File: src/rtl/keybuf_pkg.sv
package keybuf_pkg;
  localparam int KEY_W = 8;
  localparam int CNT_W = 7;
endpackage

File: src/rtl/keybuf_dur_counter.sv
module keybuf_dur_counter #(
  parameter int CNT_W = keybuf_pkg::CNT_W
) (
  input  logic             clk,
  input  logic             rst_n,
  input  logic             clr,
  input  logic             en,
  output logic [CNT_W-1:0] count,
  output logic             sat
);
  localparam logic [CNT_W-1:0] CMAX = {CNT_W{1'b1}};

  logic [CNT_W-1:0] count_q;
  logic             sat_q;

  always_ff @(posedge clk or negedge rst_n) begin
    if (!rst_n) begin
      count_q <= '0;
      sat_q   <= 1'b0;
    end else if (clr) begin
      count_q <= '0;
      sat_q   <= 1'b0;
    end else if (en && count_q != CMAX) begin
      count_q <= count_q + 1'b1;
      if (count_q + 1'b1 == CMAX) sat_q <= 1'b1;
    end
  end

  assign count = count_q;
  assign sat   = sat_q;

  // flag only with a full count
  assert_flag_full_R4: assert property (@(posedge clk) disable iff (!rst_n)
    sat_q |-> count_q == CMAX);
  // a full count does not move on further ticks
  assert_sat_hold_R4: assert property (@(posedge clk) disable iff (!rst_n)
    (en && !clr && count_q == CMAX) |=> (count_q == CMAX && sat_q));
  // a tick below the limit adds one
  assert_tick_step_R3: assert property (@(posedge clk) disable iff (!rst_n)
    (en && !clr && count_q != CMAX) |=> count_q == $past(count_q) + 1'b1);
endmodule

File: src/rtl/keybuf_evt_ctrl.sv
module keybuf_evt_ctrl #(
  parameter int KEY_W = keybuf_pkg::KEY_W
) (
  input  logic             clk,
  input  logic             rst_n,
  input  logic             key_valid,
  input  logic [KEY_W-1:0] key_code,
  input  logic             key_held,
  input  logic             dur_tick,
  input  logic             rd_strobe,
  output logic [KEY_W-1:0] type_q,
  output logic             cnt_clr,
  output logic             cnt_en,
  output logic             int_n
);
  logic entry_q, live_q, int_q;
  logic release_ev, keep_rd, clear_rd;

  always_comb begin
    release_ev = live_q && !key_held && !key_valid;
    keep_rd    = rd_strobe && entry_q && live_q && !key_valid;
    clear_rd   = rd_strobe && entry_q && !live_q && !key_valid;
    cnt_clr    = key_valid || clear_rd;
    cnt_en     = live_q && key_held && dur_tick && !key_valid;
  end

  always_ff @(posedge clk or negedge rst_n) begin
    if (!rst_n) begin
      entry_q <= 1'b0;
      live_q  <= 1'b0;
      int_q   <= 1'b1;
      type_q  <= '0;
    end else if (key_valid) begin
      entry_q <= 1'b1;
      live_q  <= 1'b1;
      int_q   <= 1'b0;
      type_q  <= key_code;
    end else begin
      if (release_ev) begin
        live_q <= 1'b0;
        int_q  <= 1'b0;
      end else if (keep_rd) begin
        int_q  <= 1'b1;
      end
      if (clear_rd) begin
        entry_q <= 1'b0;
        int_q   <= 1'b1;
        type_q  <= '0;
      end
    end
  end

  assign int_n = int_q;

  // a press pulls the interrupt low next cycle
  assert_press_int_R2: assert property (@(posedge clk) disable iff (!rst_n)
    key_valid |=> (!int_q && entry_q && type_q == $past(key_code)));
  // a read of a live held entry keeps it and lifts the interrupt
  assert_keep_read_R5: assert property (@(posedge clk) disable iff (!rst_n)
    (rd_strobe && entry_q && live_q && key_held && !key_valid) |=> (int_q && entry_q));
  // a read of a released entry empties the buffer
  assert_clear_read_R8: assert property (@(posedge clk) disable iff (!rst_n)
    (rd_strobe && entry_q && !live_q && !key_valid) |=> (int_q && !entry_q && type_q == '0));
  // the interrupt falls only after a press or a release
  assert_int_fall_R7: assert property (@(posedge clk) disable iff (!rst_n)
    $fell(int_q) |-> ($past(key_valid) || $past(live_q && !key_held)));
  // an empty buffer shows a zero code
  assert_empty_zero_R10: assert property (@(posedge clk) disable iff (!rst_n)
    !entry_q |-> (type_q == '0 && int_q));
endmodule

File: src/rtl/keypress_evt_buf.sv
module keypress_evt_buf #(
  parameter int KEY_W = keybuf_pkg::KEY_W,
  parameter int CNT_W = keybuf_pkg::CNT_W
) (
  input  logic             clk,
  input  logic             rst_n,
  input  logic             key_valid,
  input  logic [KEY_W-1:0] key_code,
  input  logic             key_held,
  input  logic             dur_tick,
  input  logic             rd_strobe,
  output logic [KEY_W-1:0] type_byte,
  output logic [CNT_W:0]   dur_byte,
  output logic             int_n
);
  logic             cnt_clr, cnt_en, sat;
  logic [CNT_W-1:0] count;

  keybuf_evt_ctrl #(.KEY_W(KEY_W)) u_ctrl (
    .clk(clk), .rst_n(rst_n), .key_valid(key_valid), .key_code(key_code),
    .key_held(key_held), .dur_tick(dur_tick), .rd_strobe(rd_strobe),
    .type_q(type_byte), .cnt_clr(cnt_clr), .cnt_en(cnt_en), .int_n(int_n)
  );

  keybuf_dur_counter #(.CNT_W(CNT_W)) u_cnt (
    .clk(clk), .rst_n(rst_n), .clr(cnt_clr), .en(cnt_en),
    .count(count), .sat(sat)
  );

  assign dur_byte = {sat, count};
endmodule

File: config.mk
export PLATFORM = sky130hd
export DESIGN_NAME = keypress_evt_buf
export DESIGN_NICKNAME = d
export VERILOG_FILES = /design/src/rtl/keybuf_pkg.sv /design/src/rtl/keybuf_dur_counter.sv /design/src/rtl/keybuf_evt_ctrl.sv /design/src/rtl/keypress_evt_buf.sv
export SDC_FILE = /design/constraint.sdc
export NUM_CORES = 1
export LEC_CHECK = 0
export BUFFER_PORTS_ARGS = -buffer_cell sky130_fd_sc_hd__buf_2
export CAP_MARGIN = 20
export CORE_MARGIN = 2
export CORE_UTILIZATION = 55
export CTS_BUF_LIST = sky130_fd_sc_hd__clkbuf_2 sky130_fd_sc_hd__clkbuf_4 sky130_fd_sc_hd__clkbuf_8
export DETAILED_ROUTE_END_ITERATION = 8
export GPL_TIMING_DRIVEN = 0
export PLACE_DENSITY = 0.86
export SYNTH_ARGS = -nofsm -noshare
export SYNTH_HDL_FRONTEND = slang
export SYNTH_HIERARCHICAL = 1
export SYNTH_SLANG_ARGS = --single-unit
File: constraint.sdc
create_clock -name clk -period 3.1 [get_ports clk]
set_clock_uncertainty 0.1 [all_clocks]
set_input_delay 0.31 -clock clk [delete_from_list [all_inputs] [get_ports clk]]
set_output_delay 0.31 -clock clk [all_outputs]
set_load 0.02 [all_outputs]
# == Yosys cells after proc, flatten, opt, wreduce, memory -nomap -nowiden ==
# Cells that the tools add are included.
# classes
n_addsub,1
eq_ne,2
reduce_logical,21
muxes,15
# ops
operator,n
$mux W8,2
$mux W7,2
$logic_and A1 B1 Y1,11
$mux W1,11
$reduce_bool A2 Y1,4
$add A7 B1 Y7 const B,1
$eq A7 B7 Y1 const B,1
$ne A7 B7 Y1 const B,1
$reduce_bool A4 Y1,1
$logic_not A1 Y1,3
$reduce_and A2 Y1,1
$logic_or A1 B1 Y1,1
# totals
input_bits,14
output_inout_bits,17
regBits,19
word_cells,45

# == Depth between registers and ports, before layout ==
# depth
word_depth,7
mapped_depth,6
mapped_depth_nobuf,5

# == Cells and area by module ==
# The synthesis kept the hierarchy.
# by_module_without_submodules
mod,cells_each,area_per_inst_um2,instances,seq_area_each_um2
keybuf_evt_ctrl,39,503.0,1,276.5
keybuf_dur_counter,45,473.0,1,200.2
keypress_evt_buf,1,7.5,1,0.0

# == Least setup slack after synthesis ==
# Ideal clock, no wire load.
# synth_timing
path_type,reg2reg
start,register u_cnt.count_q[0] (netlist: u_cnt/count[0])
end,register u_cnt.count_q[5] (netlist: u_cnt/count[5])
period_less_slack_ns,1.655
n_path_buf,0
path_slack_ns,1.445
path_stages_with_launch,5
arrival_time_ns,1.415
required_time_ns,2.860
setup_time_ns,0.140
path_cell_list,dfrtp_1 ha_1 and4_2 o311ai_0 o41ai_1
# synth_via
elab_chain_len,3
elab_cells_between_ends,6
cone_classes,1 x add/sub; 1 x eq/ne; 2 x mux; 2 x reduce/logical
# synth_rtl
item,line,text
from (decl),keybuf_dur_counter.sv:13,logic [CNT_W-1:0] count_q;
from (signal assigned),keybuf_dur_counter.sv:24,count_q <= count_q + 1'b1;
$add A7 B1 Y7 or $ne A7 B7 Y1 (tied branches),"keybuf_dur_counter.sv:24, keybuf_dur_counter.sv:23",
$mux W7 or $logic_and A1 B1 Y1 (tied branches),keybuf_dur_counter.sv:23,end else if (en && count_q != CMAX) begin
$mux W7 or $reduce_bool A2 Y1 (tied branches),n/a,
# Several ways; a longest one is shown, not always the timed one. The select of a mux whose other input is x is not followed.
# A chain may end at the register's enable or synchronous reset.

# == Worst setup path after layout ==
# Ends and elaborated chain as after synthesis.

==> impl_metrics.py <==
metrics = {
    "cts": {
        "cts_setup_buffers": 0,
        "clock-sinks": 19,
        "root_buffer": "clkbuf_4",
        "h-tree-depth": 1,
        "clock_latency_ns": 0.29,
        "cts_made_buffers": 3,
        "path_clk_slew_ns": 0.11,
        "tritoncts": "yes",
        "clockBufferDepth": 2,
    },
    "synth": {
        "yosysSeqAreaShare": 0.485,
        "ys_types": 39,
        "syn_area_sq_um": 983,
        "yosysWarnings": 6,
        "synth_cells": 85,
        "synthesis.nets": 101,
        "syn_avg_cell_area_sq_um": 11.6,
        "ys_ff_latch": 19,
    },
    "worst_setup_path": {
        "cp_slowest_stage_delay_ns": 0.45,
        "crit_required_ns": 3.17,
        "path_class": "reg2reg",
        "r2r-start": "u_cnt/count[0]",
        "cp-end-kind": "register",
        "worstSetupStartpointType": "register",
        "crit_arrival_ns": 1.78,
        "crit_slowest_cell": "dfrtp_1",
        "crit_path_start": "u_cnt/count[0]",
        "crit_fanout": 6,
        "crit_chain": "ha_1 > and4_2 > o311ai_0 > o41ai_1",
    },
    "global_route": {
        "grt_use_total": 0.203,
        "grt_pass1_wl_mm": 3.05,
        "grt_max_degree": 20,
        "antenna_found_initial": 0,
        "grt_pass1_vias": 662,
        "grt_overflow": 0,
    },
    "power_and_ir_drop": {
        "power_leakage_uw": 0.000594,
        "p_per_area_nw_per_um2": 405,
        "vdd_drop_max_mv": 0.336,
    },
    "timing": {
        "rsz0062_at_grt": "no",
        "timing.fmax_mhz": 582,
        "tns_ns": 0,
        "fin_crit_sh": 0.554,
        "slew_headroom": 0.723,
        "slew_violations": 0,
        "finalSetupViolations": 0,
        "worst_pin_slew_ns": 0.415,
        "hold_viol": 0,
        "post-route-min-period_ns": 1.72,
    },
    "hold_path": {
        "min_from": "key_held",
        "hold_class": "in2reg",
    },
    "finish": {
        "finalNetCount": 137,
        "drive_above_1_share": 0.467,
        "stdcell_area_sq_um": 1200,
        "syn2layout_area_growth_pct": 22.3,
        "diodes": 0,
    },
    "job": {
        "drv.max_cap_violation_count": 0,
    },
    "drt": {
        "drc_errors": 0,
        "vias": 752,
        "ant_nets": 0,
        "first_pass_iters": 4,
        "wl_per_cell_microns": 13.1,
        "drtIter0Drc": 5,
        "drt-vias-per-instance": 5.19,
        "finalWirelength_mm": 1.90,
    },
    "placement": {
        "gp_congestion": 0.749,
        "portBuffers": 30,
        "placed_cell_area_sq_um": 1160,
        "hpwlAfterDp_mm": 1.38,
    },
    "status": {
        "status": "completed",
    },
    "floorplanning": {
        "dieHeight_microns": 46.3,
        "core_sq_um": 1710,
        "fp-row-count": 15,
        "die_width_microns": 46.3,
        "ios": 31,
        "design.die.area_sq_um": 2140,
        "initial_core_util": 0.576,
    },
}
==> per-stage QoR <==
step            util  total power, uW  setup slack, ns  hold slack, ns  instances
3_3_place_gp   0.682              363             1.46           0.163        140
4_1_cts        0.704              492             1.39           0.136        145
5_1_grt        0.704              513             1.24           0.149        145
6_report       0.704              487             1.38           0.144        145
2_1_floorplan      -              331             1.44         -0.0856         85
3_5_place_dp   0.682              367             1.41           0.164        140
==> critical path, delay by kind of cell (launching register included) <==
kind	cells	cell delay (ns)
AO/OA/AOI/OAI	2	0.48
flip-flops	1	0.45
adder cells (fa/ha/maj)	1	0.29
AND/OR/NAND/NOR	1	0.27
==> layout by cell type (no fill, tap or decap), drive strengths merged, types with 2 or more instances in the layout <==
cell / synthesis / final
a211oi: 3 / 3
a21o: 2 / 2
a21oi: 3 / 3
buf: 5 / 35
clkbuf: 0 / 3
dfrtp: 18 / 18
ha: 2 / 2
inv: 5 / 5
mux2i: 8 / 8
nand3: 2 / 2
nand4: 3 / 3
nor2: 11 / 11
xnor2: 2 / 2
==> metal layers <==
layer / track usage / vias to the layer above / part of all wire / wire length (microns)
li1: - / 378 / - / -
met1: 0.286 / 359 / 0.46 / 876
met3: 0.0275 / 2 / 0.027 / 52
met5: 0 / - / 0 / 0
met2: 0.300 / 13 / 0.50 / 951
met4: 0.109 / 0 / 0.011 / 21
==> flip-flops by register name, indices dropped and copies added, names as in the netlist <==
name and count:
u_ctrl/entry_q 1, u_ctrl/type_q 8, u_cnt/sat 1, u_ctrl/live_q 1, u_ctrl/int_n 1, u_cnt/count 7
==> cells in the mapped netlist (all sizes together) <==
cell    count  area, sq um
a211oi      3         27.5
a21boi      1         7.51
a21o        2         15.0
a21oi       3         15.0
a221oi      1         15.0
a22o        1         8.76
a311oi      1         8.76
a41oi       1         8.76
and2        1         6.26
and3        1         7.51
and4        1         10.0
and4b       1         11.3
and4bb      1         12.5
buf         5         36.3
dfrtp      18          450
dfstp       1         26.3
ha          2         25.0
inv         5         18.8
mux2        1         11.3
mux2i       8         80.1
nand2       1         3.75
nand2b      1         6.26
nand3       2         15.0
nand4       3         18.8
nor2       11         66.3
nor2b       1         6.26
nor3        1         5.00
nor4b       1         8.76
o21ai       1         8.76
o21bai      1         7.51
o311ai      1         8.76
o41ai       1         8.76
xnor2       2         17.5
==> power breakdown <==
group | internal, uW | switching, uW | leakage [uW]
combinational | 35.4 | 53.3 | 0.000338
sequential | 264 | 10.2 | 0.000238
clock | 47.9 | 76.1 | 0.0000177
total | 347 | 140 | 0.000594
==> final cells by class <==
cell class              count  area [sq um]
well taps                  25          31.3
fillers                   137           505
multi-input cells          56           452
clock buffers               3          22.5
flip-flops and latches     19           477
clock inverters             1          5.00
plain buffers               5          36.3
inverters                   5          18.8
repair buffers             31           160
==> path summary, 6_finish.rpt <==
check                              endpoint  slack [ns]  cells after the start
hold reg to reg                   u_cnt/sat        0.43                      1
hold / removal                u_ctrl/live_q        0.14                      2
min in group asynchronous  u_ctrl/type_q[0]        0.37                      2
setup / recovery             u_cnt/count[5]        1.38                      4
max in group asynchronous      u_ctrl/int_n        2.20                      2
setup reg to reg             u_cnt/count[5]        1.38                      4
==> cell families (layout without fill, tap and decap cells) <==
group / Yosys count / count (layout) / synth area share
AOI/OAI and AO/OA: 17 / 17 / 0.142
xor gates and xnor gates: 2 / 2 / 0.0178
adders and majority gates: 2 / 2 / 0.0254
buffers and inverters: 10 / 45 / 0.0560
DFF: 19 / 19 / 0.485
muxes: 9 / 9 / 0.0929
and+or+nand+nor: 26 / 26 / 0.181
==> what timing repair did <==
action / in CTS / in global routing
hold buffers: 1 / 0
gates resized for setup: 0 / 0
endpoints found under the hold margin: 18 / 0
No activity file was read; power rests on OpenSTA's default activity.
